`src/rtl/uart_dmarq_pkg.sv`:
```
package uart_dmarq_pkg;
   localparam int BIT_EN    = 0;
   localparam int BIT_RXCLR = 1;
   localparam int BIT_TXCLR = 2;
   localparam int BIT_MODE  = 3;
   localparam int BIT_TRIG  = 6;

   typedef enum logic {POL_SIMPLE = 1'b0, POL_BURST = 1'b1} policy_e;

   typedef struct packed {
      logic       fifo_en;
      policy_e    policy;
      logic [1:0] trig;
   } cfg_t;
endpackage

```
`src/rtl/uart_dmarq_ctrl.sv`:
```
module uart_dmarq_ctrl
   import uart_dmarq_pkg::*;
#(
   parameter int REG_W = 16
) (
   input  logic             clk,
   input  logic             rst_n,
   input  logic             wr,
   input  logic [REG_W-1:0] wdata,
   output logic [REG_W-1:0] rdata,
   output cfg_t             cfg,
   output logic             rx_flush_now,
   output logic             tx_flush_now,
   output logic             policy_chg,
   output logic             rx_flush_q,
   output logic             tx_flush_q
);
   cfg_t cfg_q;

   assign rx_flush_now = wr & wdata[BIT_RXCLR];
   assign tx_flush_now = wr & wdata[BIT_TXCLR];
   assign policy_chg   = wr & (wdata[BIT_MODE] != cfg_q.policy);

   always_ff @(posedge clk or negedge rst_n) begin
      if (!rst_n) begin
         cfg_q      <= '0;
         rx_flush_q <= 1'b0;
         tx_flush_q <= 1'b0;
      end else begin
         rx_flush_q <= rx_flush_now;
         tx_flush_q <= tx_flush_now;
         if (wr) begin
            cfg_q.fifo_en <= wdata[BIT_EN];
            cfg_q.policy  <= policy_e'(wdata[BIT_MODE]);
            cfg_q.trig    <= wdata[BIT_TRIG+1:BIT_TRIG];
         end
      end
   end

   always_comb begin
      rdata                        = '0;
      rdata[BIT_EN]                = cfg_q.fifo_en;
      rdata[BIT_MODE]              = cfg_q.policy;
      rdata[BIT_TRIG+1:BIT_TRIG]   = cfg_q.trig;
   end

   assign cfg = cfg_q;
endmodule

```
`src/rtl/uart_dmarq_trig.sv`:
```
module uart_dmarq_trig #(
   parameter int DEPTH = 16,
   parameter int CNT_W = $clog2(DEPTH + 1)
) (
   input  logic [1:0]       code,
   input  logic [CNT_W-1:0] count,
   output logic             at_level
);
   localparam logic [CNT_W-1:0] LVL0 = CNT_W'(1);
   localparam logic [CNT_W-1:0] LVL1 = CNT_W'(DEPTH / 4);
   localparam logic [CNT_W-1:0] LVL2 = CNT_W'(DEPTH / 2);
   localparam logic [CNT_W-1:0] LVL3 = CNT_W'(DEPTH - 2);

   logic [CNT_W-1:0] level;

   always_comb begin
      unique case (code)
         2'd0:    level = LVL0;
         2'd1:    level = LVL1;
         2'd2:    level = LVL2;
         default: level = LVL3;
      endcase
   end

   assign at_level = (count >= level);
endmodule

```
`src/rtl/uart_dmarq_latch.sv`:
```
module uart_dmarq_latch (
   input  logic clk,
   input  logic rst_n,
   input  logic flush,
   input  logic drop,
   input  logic raise,
   output logic q
);
   always_ff @(posedge clk or negedge rst_n) begin
      if (!rst_n)     q <= 1'b0;
      else if (flush) q <= 1'b0;
      else if (drop)  q <= 1'b0;
      else if (raise) q <= 1'b1;
   end
endmodule

```
`src/rtl/uart_dma_req_gen.sv`:
```
module uart_dma_req_gen
   import uart_dmarq_pkg::*;
#(
   parameter int REG_W = 16,
   parameter int DEPTH = 16,
   parameter int CNT_W = $clog2(DEPTH + 1)
) (
   input  logic             clk,
   input  logic             rst_n,
   input  logic             reg_wr,
   input  logic [REG_W-1:0] reg_wdata,
   output logic [REG_W-1:0] reg_rdata,
   input  logic [CNT_W-1:0] rx_count,
   input  logic [CNT_W-1:0] tx_count,
   input  logic             rx_hold_full,
   input  logic             tx_hold_empty,
   input  logic             rx_timeout,
   output logic             rx_fifo_clr,
   output logic             tx_fifo_clr,
   output logic             rx_dma_req,
   output logic             tx_dma_req
);
   localparam int NDIR = 2;
   localparam int DRX  = 0;
   localparam int DTX  = 1;
   localparam logic [CNT_W-1:0] FULL_CNT = CNT_W'(DEPTH);

   if (REG_W < 8) begin : g_bad_regw
      $error("REG_W must be at least 8");
   end
   if (DEPTH < 8) begin : g_bad_depth
      $error("DEPTH must be at least 8");
   end

   cfg_t cfg;
   logic rx_flush_now, tx_flush_now, policy_chg;
   logic rx_at_lvl;
   logic rx_empty, tx_empty, tx_full;
   logic burst;
   logic [NDIR-1:0] l_flush, l_drop, l_raise, l_q;

   uart_dmarq_ctrl #(.REG_W(REG_W)) ctrl_i (
      .clk(clk), .rst_n(rst_n), .wr(reg_wr), .wdata(reg_wdata),
      .rdata(reg_rdata), .cfg(cfg),
      .rx_flush_now(rx_flush_now), .tx_flush_now(tx_flush_now),
      .policy_chg(policy_chg),
      .rx_flush_q(rx_fifo_clr), .tx_flush_q(tx_fifo_clr)
   );

   uart_dmarq_trig #(.DEPTH(DEPTH), .CNT_W(CNT_W)) trig_i (
      .code(cfg.trig), .count(rx_count), .at_level(rx_at_lvl)
   );

   assign rx_empty = (rx_count == '0);
   assign tx_empty = (tx_count == '0);
   assign tx_full  = (tx_count >= FULL_CNT);
   assign burst    = cfg.fifo_en & (cfg.policy == POL_BURST);

   assign l_flush[DRX] = rx_flush_now | policy_chg | ~cfg.fifo_en;
   assign l_flush[DTX] = tx_flush_now | policy_chg | ~cfg.fifo_en;
   assign l_drop[DRX]  = rx_empty;
   assign l_drop[DTX]  = tx_full;
   assign l_raise[DRX] = rx_at_lvl | rx_timeout;
   assign l_raise[DTX] = tx_empty;

   for (genvar d = 0; d < NDIR; d++) begin : g_dir
      uart_dmarq_latch lat_i (
         .clk(clk), .rst_n(rst_n),
         .flush(l_flush[d]), .drop(l_drop[d]), .raise(l_raise[d]),
         .q(l_q[d])
      );
   end

   always_comb begin
      if (!cfg.fifo_en) begin
         rx_dma_req = rx_hold_full;
         tx_dma_req = tx_hold_empty;
      end else if (burst) begin
         rx_dma_req = l_q[DRX];
         tx_dma_req = l_q[DTX];
      end else begin
         rx_dma_req = ~rx_empty;
         tx_dma_req = tx_empty;
      end
   end
endmodule

```
`config.mk`:
```
export PLATFORM = sky130hd
export DESIGN_NAME = uart_dma_req_gen
export DESIGN_NICKNAME = d
export VERILOG_FILES = /design/src/rtl/uart_dmarq_pkg.sv /design/src/rtl/uart_dmarq_ctrl.sv /design/src/rtl/uart_dmarq_trig.sv /design/src/rtl/uart_dmarq_latch.sv /design/src/rtl/uart_dma_req_gen.sv
export SDC_FILE = /design/constraint.sdc
export NUM_CORES = 1
export LEC_CHECK = 0
export BUFFER_PORTS_ARGS = -buffer_cell sky130_fd_sc_hd__buf_2
export CAP_MARGIN = 30
export CELL_PAD_IN_SITES_DETAIL_PLACEMENT = 1
export CELL_PAD_IN_SITES_GLOBAL_PLACEMENT = 2
export CORE_MARGIN = 2
export CORE_UTILIZATION = 17
export CTS_BUF_LIST = sky130_fd_sc_hd__clkbuf_4
export CTS_CLUSTER_SIZE = 24
export DETAILED_ROUTE_END_ITERATION = 16
export PLACE_DENSITY = 0.77
export SLEW_MARGIN = 0
export SYNTH_ARGS = -nofsm -noshare
export SYNTH_HDL_FRONTEND = slang
export SYNTH_SLANG_ARGS = --single-unit
export TNS_END_PERCENT = 100
```
`constraint.sdc`:
```
create_clock -name clk -period 1.4 [get_ports clk]
set_input_delay 0.14 -clock clk [delete_from_list [all_inputs] [get_ports clk]]
set_output_delay 0.14 -clock clk [all_outputs]
set_load 0.02 [all_outputs]
```
* After elaboration in Yosys (flattened, before gate mapping)
Index checks and enable logic that the tools add are counted.
** Operators by class
- Add/subtract/negate cells :: 0
- Multiply operators :: 0
- Divide/modulo/power cells :: 0
- $lt $le $gt $ge :: 2
- Eq/ne operators :: 3
- Shifts and indexed selects :: 0
- Mux-type cells :: 11
- Bitwise logic cells :: 11
- Reductions and logical operators :: 5
** Operator list (number)
- 4-bit one-hot mux with 3 select lines :: 1
- 5-bit zero test :: 2
- 1-bit 2-to-1 mux :: 10
- 3-bit nonzero test :: 2
- 5-bit by 4-bit greater-or-equal comparator with 1-bit output :: 1
- 5-bit greater-or-equal comparator, second input constant :: 1
- 1-bit OR :: 5
- 1-bit bitwise AND :: 4
- 2-bit by 1-bit == test with 1-bit output, second input constant :: 1
- 2-bit == test, second input constant :: 1
- 2-bit zero test :: 1
- 1-bit NOT :: 2
- 1-bit inequality test :: 1
** Word-level totals
- Bits in registers :: 8
- Bits in latches :: 0
- RAM bits :: 0
- Bits in read-only memories :: 0
- Input bits :: 32
- Output and inout port bits :: 20
- Logic and storage cells :: 39
- Memories :: 0

* Longest topological paths before layout
Gate-level depths: netlist of the first run.
- Word-level depth :: 7
- Mapped depth :: 6

* Cells and area by module
Synthesis of the first run repeated with hierarchy kept, for this count alone.
** Second synthesis, totals
- Cells, all modules :: 69
- Area, all modules :: 644.4 um2
** By module, submodules not included
- uart_dmarq_ctrl :: times used 1, cells an instance 31, area an instance 350.3 um2, seq. area each 150.1 um2
- uart_dmarq_trig :: times used 1, cells an instance 15, area an instance 120.1 um2, seq. area each 0.0 um2
- uart_dma_req_gen :: times used 1, cells an instance 17, area an instance 96.3 um2, seq. area each 0.0 um2
- uart_dmarq_latch :: times used 2, cells an instance 3, area an instance 38.8 um2, seq. area each 25.0 um2

* Worst setup path after synthesis of the first run
No wires, ideal clock.
- Kind :: register to register
- Start :: register ctrl_i.cfg_q (netlist bit ctrl_i.cfg[1])
- End :: register g_dir[0].lat_i.q
- Arrival time :: 1.369 ns
- Slack :: -0.107 ns
- Cell stages (with the launch flop) :: 7
- Buffers on the path :: 0
- Clock period less this slack :: 1.507 ns
- Path through :: dfrtp_1 -> nor2_1 -> ha_1 -> nand2b_1 -> a211o_1 -> o211ai_2 -> a211oi_2
** On the way
- Word-level cells in the longest chain between the ends :: 5
- Elaborated cells on any way between the ends :: 7
- Classes of those cells :: order compare: 1; eq/ne: 2; mux: 1; bitwise: 1; reduce/logical: 2
** Ends and longest elaborated chain
- start, declared :: RTL line uart_dmarq_ctrl.sv:18 : cfg_t cfg_q;
- 2-bit == test, or another cell as far along :: RTL line uart_dmarq_trig.sv:17 : unique case (code)
- 4-bit one-hot mux with 3 select lines * :: RTL line uart_dmarq_trig.sv:17
- 5-bit by 4-bit greater-or-equal comparator with 1-bit output * :: RTL line uart_dmarq_trig.sv:25 : assign at_level = (count >= level);
- 1-bit OR * :: RTL line uart_dma_req_gen.sv:63 : assign l_raise[DRX] = rx_at_lvl | rx_timeout;
- 3-bit nonzero test (no source line) *
- end signal, assigned :: RTL line uart_dmarq_latch.sv:10 : if (!rst_n) q <= 1'b0;
- end signal, assigned :: RTL line uart_dmarq_latch.sv:11 : else if (flush) q <= 1'b0;
- end signal, assigned :: RTL line uart_dmarq_latch.sv:12 : else if (drop) q <= 1'b0;
- end, declared :: RTL line uart_dmarq_latch.sv:7 : output logic q
Mark *: on every way between the ends. The rest lies on a longest branch, timed or not.
A chain may end at the register's enable or synchronous reset.

* Worst setup path after layout of the first run
Same ends and word-level chain as after synthesis.

==> results by group, run 1 <==
Outcome
  • Result of the run: finished, final reports clean

Clock network
  • Buffer cell driving the clock tree root: sky130_fd_sc_hd__clkbuf_4
  • Cts bufs inserted: 3
  • Clk slew on worst S/H paths: 0.06 ns
  • Maximum buffer depth of the clock tree: 2
  • Clock Latency Late Sink: 0.26 ns
  • Htree depth: 1
  • Sink Count: 8
  • Clock tree from TritonCTS: built

Yosys
  • Dominant combinational cell family by area after synthesis: buffers and inverters
  • Synthesized netlist cell count: 63
  • Post-synthesis sequential area ratio: 0.349
  • Count of distinct cell types in the synthesized netlist: 26
  • Synth Flop Type: sky130_fd_sc_hd__dfrtp_1
  • Netlist Area Pre-Place: 574 sq um
  • Flop and latch count out of synthesis: 8
  • Post-synthesis compound-gate area fraction: 0.139
  • Warnings, synthesis: 0
  • Synth Area in XOR/XNOR: 0.0153
  • Adder and majority gate portion of the synthesized area: 0.0871
  • Share of flip-flops with an asynchronous set or reset: 1.00
  • Multiplexer fraction of the synthesized cell area: 0.0196
  • Number of synthesized flops with an enable pin: 0
  • Fraction of the mapped netlist area in simple logic gates: 0.185
  • Avg Synthesized Cell Area: 9.12 sq um

Global route
  • Global-route wire length before repair: 2280 um
  • Vias in the first global route: 525
  • GRT met3 Usage: 0.0236
  • Total grt overflow: 0
  • Global-route total usage across every layer: 0.0762
  • Grt met1 use: 0.0919
  • Number of antenna violations at the first check in global routing: 0
  • Largest net degree at the start of global routing: 11
  • Met2 Resource Use GR: 0.121
  • Global route hottest layer: met2

Worst setup path
  • Number of cells on the critical path: 6
  • Reg2Reg Launch Point: ctrl_i.cfg[1]$_DFFE_PN0P_
  • Data required time at the worst endpoint: 1.54 ns
  • Sort of element at the end of the critical path: flop
  • Category of the most critical setup path: reg2reg
  • Capture point of the critical path: g_dir[0].lat_i.q$_DFFE_PN0P_
  • Critical path arrival: 1.53 ns
  • Stage delay of the slowest cell on the critical path: 0.41 ns
  • Count of buffer and inverter cells on the critical path: 0
  • Worst Reg2Reg Path Length in Cells: 6
  • Ordered list of cells on the worst path: nor2_2, ha_1, nand2b_4, a211o_1, o211ai_2, a211oi_2
  • Maximum fanout count along the critical path: 3
  • Slowest CP cell: sky130_fd_sc_hd__dfrtp_2
  • Worst reg2reg endpoint: g_dir[0].lat_i.q$_DFFE_PN0P_
  • CP Launch Point: ctrl_i.cfg[1]$_DFFE_PN0P_
  • Startpoint type of the worst setup path: flop
  • Setup slack of the most critical reg-to-reg path: 0.004 ns
  • Cell class contributing the biggest share of worst-path delay: flip-flops

Timing
  • Largest clock skew in the final design: 0.00479 ns
  • Setup repair after global routing missed its margin: true
  • Shortest period the worst path allows: 1.40 ns
  • Final worst path period share: 0.997
  • Total count of hold-check failures in the final report: 0
  • Final number of max-transition violations: 0
  • Post-layout worst setup margin: 0.00396 ns
  • Post-route setup TNS: 0 ns
  • Final setup fails: 0
  • Max Clk Rate: 716 MHz

Placed design
  • Pre-CTS WS: -0.0270 ns
  • Number of port buffers: 29
  • RD Place Congestion: 0.687
  • Post-detail-place hpwl: 1190 um

Routing
  • Number of DRC violations after detailed routing: 0
  • Drt initial violations: 13
  • Drt pass-1 iters: 2
  • Residual antenna-violating net count after detailed routing: 0
  • Routed vias/inst: 3.53
  • Average wire per standard cell: 9.44 um
  • Count of vias placed by the detailed router: 509
  • Final routed wirelength across all metal layers: 1360 um

Die
  • Num rows: 21
  • Vert. Die Dim: 62.1 um
  • Effective utilization at floorplan: 0.175
  • I/O pin cnt: 52
  • Core region area: 0.00328 sq mm
  • Total Die Area: 0.00386 sq mm
  • Horizontal die dimension: 62.1 um

Finish
  • Diodes inserted: 0
  • Leading cell types in the layout, fill and taps excluded: sky130_fd_sc_hd__buf_2 (27), sky130_fd_sc_hd__conb_1 (12), sky130_fd_sc_hd__nand2_1 (5), sky130_fd_sc_hd__inv_1 (5), sky130_fd_sc_hd__buf_4 (5)
  • Final #Nets: 135
  • Area growth syn-to-layout: 40.7%
  • Final standard cell utilization of the core: 0.246
  • Commonest non-fill, non-tap cell in the layout: sky130_fd_sc_hd__buf_2
  • Share of cells above drive strength 1: 0.510

Power
  • Power after layout: 702 uW
  • Cell area power density: 868 mW/mm^2
  • Total leakage power: 0.000416 uW
  • Peak supply drop: 199 uV

Flow run
  • Max Cap Violations: 0

Hold path
  • Hold path startpoint: tx_count[4]
  • Worst hold path type: in2reg
## per-stage QoR
step                      instance area [sq um]  instances  hold WS (ns)
after floorplan                             618         74        -0.156
after global placement                      741        138       -0.0135
after detailed placement                    741        138       -0.0104
after CTS                                   798        144        0.0512
after global routing                        808        144        0.0744
final                                       808        144        0.0689
## registers in the layout, summed over array words and instances, names as in the netlist
register,flops
ctrl_i.cfg,4
ctrl_i.rx_flush_q,1
ctrl_i.tx_flush_q,1
g_dir.lat_i.q,2
## final cells by class
cell class / instances / area [sq um]
Fill cell: 412 / 2480
Sequential cell: 8 / 205
Inverter: 5 / 18.8
Tap cell: 46 / 57.6
Timing Repair Buffer: 33 / 183
Multi-Input combinational cell: 48 / 314
Clock buffer: 4 / 30.0
## worst register-to-register path, cell delays in order, from the launching register on
cell	delay, ns
sky130_fd_sc_hd__dfrtp_2	0.41
sky130_fd_sc_hd__nor2_2	0.10
sky130_fd_sc_hd__ha_1	0.22
sky130_fd_sc_hd__nand2b_4	0.13
sky130_fd_sc_hd__a211o_1	0.26
sky130_fd_sc_hd__o211ai_2	0.06
sky130_fd_sc_hd__a211oi_2	0.08
## logic make-up (layout without fill, tap and decap cells)
kind of cell / after synthesis / in the layout
other cells: 1 / 12
fa+ha+maj: 4 / 4
mux: 1 / 1
flops: 8 / 8
buf+inv: 18 / 42
compound gates: 11 / 11
xor+xnor: 1 / 1
simple gates: 19 / 19
## power by group
part,switching (uW),internal (uW),leakage (uW)
Combinational,126,94.4,0.000301
Sequential,18.9,251,0.0000964
Clock,82.7,129,0.0000184
## how the worst min path moves through the flow
stage,slack (ns),cells after the start,end
CTS,0.05,2,g_dir[1].lat_i.q$_DFFE_PN0P_
global route,0.07,2,g_dir[1].lat_i.q$_DFFE_PN0P_
detailed placement,-0.01,1,g_dir[1].lat_i.q$_DFFE_PN0P_
finish,0.07,2,g_dir[1].lat_i.q$_DFFE_PN0P_
global placement,-0.01,1,ctrl_i.tx_flush_q$_DFF_PN0_
floorplan,-0.16,0,ctrl_i.cfg[0]$_DFFE_PN0P_
## routing by layer
| layer | vias up | part of all wire | wire [um] |
|---|---|---|---|
| met2 | 20 | 0.49 | 672 |
| li1 | 259 | - | - |
| met4 | 0 | 0.015 | 21 |
| met1 | 227 | 0.41 | 561 |
| met3 | 3 | 0.077 | 105 |
| met5 | - | 0 | 0 |
## synthesized netlist by cell type (2+ instances only)
cell type                 number  area [sq um]
sky130_fd_sc_hd__nor2_1        5          18.8
sky130_fd_sc_hd__and2_1        2          12.5
sky130_fd_sc_hd__nand2_1       5          18.8
sky130_fd_sc_hd__dfrtp_1       8           200
sky130_fd_sc_hd__buf_4        12          90.1
sky130_fd_sc_hd__o21ai_0       4          20.0
sky130_fd_sc_hd__inv_1         5          18.8
sky130_fd_sc_hd__ha_1          4          50.1
## what timing repair did
action                                  in CTS  in global routing
endpoints found under the setup margin       1                  3
pin swaps                                    1                  1
buffers inserted                             1                  0
hold endpoints to repair                     8                  0
hold buffers                                 1                  0
gates resized for setup                      2                  5
Power figures use the tool's default switching activity.
==> inputs of run 2 (changes only) <==
Settings changed: CORE_UTILIZATION 17 to 18, PLACE_DENSITY 0.77 to 0.76, SYNTH_HIERARCHICAL from default to 1.
==> run 2 against run 1 <==
Net effect: the run now ends with negative setup slack left; routed wire length rose by 11%; worst setup slack got worse by 0.34 ns; final cell count rose by 4.2%; sequential power barely moved; non-clock buffer count rose by 5; synthesized cell count rose by 9.5%; fmax fell by 20%; total power rose by 3.3%; critical path depth rose by 2.
==> results by group, run 2 <==
Timing
  • Largest clock skew in the final design: 0.000839 ns (-0.00395 ns)
  • Total count of hold-check failures in the final report: 0 (unchanged)
  • Final worst path period share: 1.24 (+0.244)
  • Final number of max-transition violations: 0 (unchanged)
  • Shortest period the worst path allows: 1.74 ns (+0.342 ns)
  • Setup repair after global routing missed its margin: true
  • Max Clk Rate: 575 MHz (-20%)
  • Tightest hold margin: 0.0772 ns (+0.00824 ns)
  • Final setup fails: 4 (+4)
  • Post-layout worst setup margin: -0.338 ns (-0.342 ns)

Worst setup path
  • Cell class contributing the biggest share of worst-path delay: simple AND/OR/NAND/NOR gates
  • Stage delay of the slowest cell on the critical path: 0.41 ns (about the same)
  • Slowest CP cell: sky130_fd_sc_hd__dfrtp_1
  • Data required time at the worst endpoint: 1.53 ns (about the same)
  • Critical path arrival: 1.87 ns (+0.34 ns)
  • Startpoint type of the worst setup path: flop
  • Number of cells on the critical path: 8 (+2)
  • Worst Reg2Reg Path Length in Cells: 8 (+2)
  • Category of the most critical setup path: reg2reg
  • Ordered list of cells on the worst path: nor2_1, ha_1, nand2b_4, a2111oi_4, nor3_1, or2_4, nor2_4, nor3_2
  • Sort of element at the end of the critical path: flop
  • Maximum fanout count along the critical path: 4 (+1)
  • Count of buffer and inverter cells on the critical path: 0 (unchanged)

Hold path
  • Worst hold path type: in2reg
  • Number of cells traversed by the worst hold path: 2 (unchanged)

Yosys
  • Warnings, synthesis: 6 (+6)
  • Number of synthesized flops with an enable pin: 0 (unchanged)
  • Share of flip-flops with an asynchronous set or reset: 1.00 (unchanged)
  • Flop and latch count out of synthesis: 8 (unchanged)
  • Most frequently used cell type in the post-synthesis netlist: sky130_fd_sc_hd__buf_4
  • Count of distinct cell types in the synthesized netlist: 25 (-3.8%)
  • Synth Flop Type: sky130_fd_sc_hd__dfrtp_1
  • Synthesized netlist cell count: 69 (+9.5%)
  • Post-synthesis sequential area ratio: 0.311 (-0.0379)
  • Cell taking the most area after synthesis: sky130_fd_sc_hd__dfrtp_1
  • Top area cells in the synthesized netlist: sky130_fd_sc_hd__dfrtp_1 (31%), sky130_fd_sc_hd__buf_4 (19%), sky130_fd_sc_hd__ha_1 (7.8%)
  • Netlist Area Pre-Place: 644 sq um (+12%)
  • Cell types with the highest counts after synthesis: sky130_fd_sc_hd__buf_4 (16), sky130_fd_sc_hd__dfrtp_1 (8), sky130_fd_sc_hd__inv_1 (5)
  • Share of the synthesized area in the top cell type: 0.311 (-0.0379)
  • Avg Synthesized Cell Area: 9.34 sq um (+2.4%)

Global route
  • Vias in the first global route: 579 (+10%)
  • Global-route wire length before repair: 2410 um (+5.5%)
  • Global-route total usage across every layer: 0.0759 (-0.000317)
  • Largest net degree at the start of global routing: 9 (-2)
  • Total grt overflow: 0 (unchanged)
  • Number of antenna violations at the first check in global routing: 0 (unchanged)

Clock network
  • Clk slew on worst S/H paths: 0.05 ns (about the same)
  • Maximum buffer depth of the clock tree: 2 (unchanged)
  • Cts bufs inserted: 3 (unchanged)
  • Sink Count: 8 (unchanged)
  • Buffer cell driving the clock tree root: sky130_fd_sc_hd__clkbuf_4
  • Htree depth: 1 (unchanged)
  • Clock tree from TritonCTS: built
  • Clock Latency Late Sink: 0.24 ns (-0.02 ns)

Finish
  • Leading cell types in the layout, fill and taps excluded: sky130_fd_sc_hd__buf_2 (28), sky130_fd_sc_hd__conb_1 (12), sky130_fd_sc_hd__dfrtp_1 (8)
  • Diodes inserted: 0 (unchanged)
  • Flip-flop count of the largest register, all copies and words added: 4 (unchanged)
  • Share of cells above drive strength 1: 0.558 (+0.0475)
  • Area growth syn-to-layout: 41.0%
  • Commonest non-fill, non-tap cell in the layout: sky130_fd_sc_hd__buf_2
  • Final #Nets: 142 (+5.2%)
  • Cell area after layout: 908 sq um (+12%)

Power
  • Clock network fraction of design power: 0.235 (-0.066)
  • Relative contribution of combinational cells to total power: 0.392 (+0.077)
  • Cell area power density: 798 mW/mm^2 (-8.1%)
  • Total leakage power: 0.000449 uW (+8.0%)
  • Peak supply drop: 202 uV (+1.2%)
  • Proportion of power drawn by flip-flops and latches: 0.372 (-0.012)
  • Power Internal: 484 uW (+2.2%)
  • Net switching power of the design: 240 uW (+5.5%)
  • Net switching fraction of the power: 0.332 (+0.00693)

Routing
  • Residual antenna-violating net count after detailed routing: 0 (unchanged)
  • Drt initial violations: 4 (-9)
  • Count of vias placed by the detailed router: 539 (+5.9%)
  • Drt pass-1 iters: 2 (unchanged)
  • Final routed wirelength across all metal layers: 1510 um (+11%)
  • Average wire per standard cell: 10.1 um (+6.8%)
  • Number of DRC violations after detailed routing: 0 (unchanged)
  • Routed vias/inst: 3.59 (+1.7%)

Placed design
  • Post-detail-place hpwl: 1330 um (+11%)
  • Number of port buffers: 29 (unchanged)
  • RD Place Congestion: 0.613 (-11%)
  • Dpl cell area: 823 sq um (+11%)
  • Pre-CTS WS: -0.381 ns (-0.354 ns)

Outcome
  • Violated checks: negative setup slack
  • Result of the run: finished, violations left

Die
  • Vert. Die Dim: 63.8 um (+2.8%)
  • I/O pin cnt: 52 (unchanged)
  • Num rows: 21 (unchanged)
  • Core region area: 0.00339 sq mm (+3.2%)
  • Horizontal die dimension: 63.8 um (+2.8%)
  • Effective utilization at floorplan: 0.190 (+0.0152)
  • Total Die Area: 0.00407 sq mm (+5.6%)

Flow run
  • Max Cap Violations: 0 (unchanged)
[run 2: final timing paths]
path / startpoint / endpoint / slack, ns
min in group asynchronous: rst_n / g_dir[0].lat_i/q$_DFFE_PN0P_ / 0.26
min: tx_count[4] / g_dir[1].lat_i/q$_DFFE_PN0P_ / 0.08
max in group asynchronous: rst_n / ctrl_i/cfg[2]$_DFFE_PN0P_ / 0.97
max reg2reg: ctrl_i/cfg[0]$_DFFE_PN0P_ / g_dir[0].lat_i/q$_DFFE_PN0P_ / -0.34
max: ctrl_i/cfg[0]$_DFFE_PN0P_ / g_dir[0].lat_i/q$_DFFE_PN0P_ / -0.34
min reg2reg: g_dir[1].lat_i/q$_DFFE_PN0P_ / g_dir[1].lat_i/q$_DFFE_PN0P_ / 0.53
[run 2: logic make-up (layout without fill, tap and decap cells)]
kind of cell	Yosys count	count (layout)	synth area share
multiplexers	4	4	0.0699
buffers and inverters	22	46	0.221
XOR/XNOR	1	1	0.0136
other	1	12	0.00582
AO/OA/AOI/OAI	4	4	0.0505
adder cells (fa/ha/maj)	4	4	0.0777
AND/OR/NAND/NOR	25	25	0.250
flip-flops	8	8	0.311
[run 2: power groups by stage]
stage | Clock, uW | Combinational, uW | Sequential (uW)
after floorplan | 0 | 196 | 274
after global placement | 0 | 246 | 274
after detailed placement | 0 | 254 | 274
after CTS | 183 | 275 | 270
after global routing | 200 | 311 | 272
final | 171 | 284 | 270
[run 2: what timing repair did]
action | in CTS | in global routing
setup endpoints to repair | 3 | 4
hold buffers | 1 | 0
buffers inserted | 2 | 2
pin swaps | 10 | 3
endpoints found under the hold margin | 8 | 0
gates resized for setup | 5 | 2
[run 2: cell type report]
cell class / count / area, sq um
clock buffer: 3 / 22.5
fill: 410 / 2480
inverter: 5 / 18.8
multi-input combinational: 50 / 384
sequential: 8 / 200
tap: 46 / 57.6
timing repair buffer: 38 / 225
[run 2: per-layer routing]
| metal | vias up | global-route usage | wire length [um] |
|---|---|---|---|
| li1 | 276 | - | - |
| met1 | 247 | 0.0767 | 553 |
| met2 | 16 | 0.138 | 823 |
| met3 | 0 | 0.0282 | 135 |
| met4 | 0 | 0.0326 | 0 |
| met5 | - | 0 | 0 |
[run 2: stage by stage]
| stage | setup TNS [ns] | utilization | power (uW) | std cells |
|---|---|---|---|---|
| 2_1_floorplan | -0.298 | - | 471 | 80 |
| 3_3_place_gp | -0.462 | 0.243 | 520 | 142 |
| 3_5_place_dp | -0.499 | 0.243 | 528 | 142 |
| 4_1_cts | -0.674 | 0.262 | 728 | 148 |
| 5_1_grt | -1.01 | 0.268 | 783 | 150 |
| 6_report | -0.654 | 0.268 | 725 | 150 |
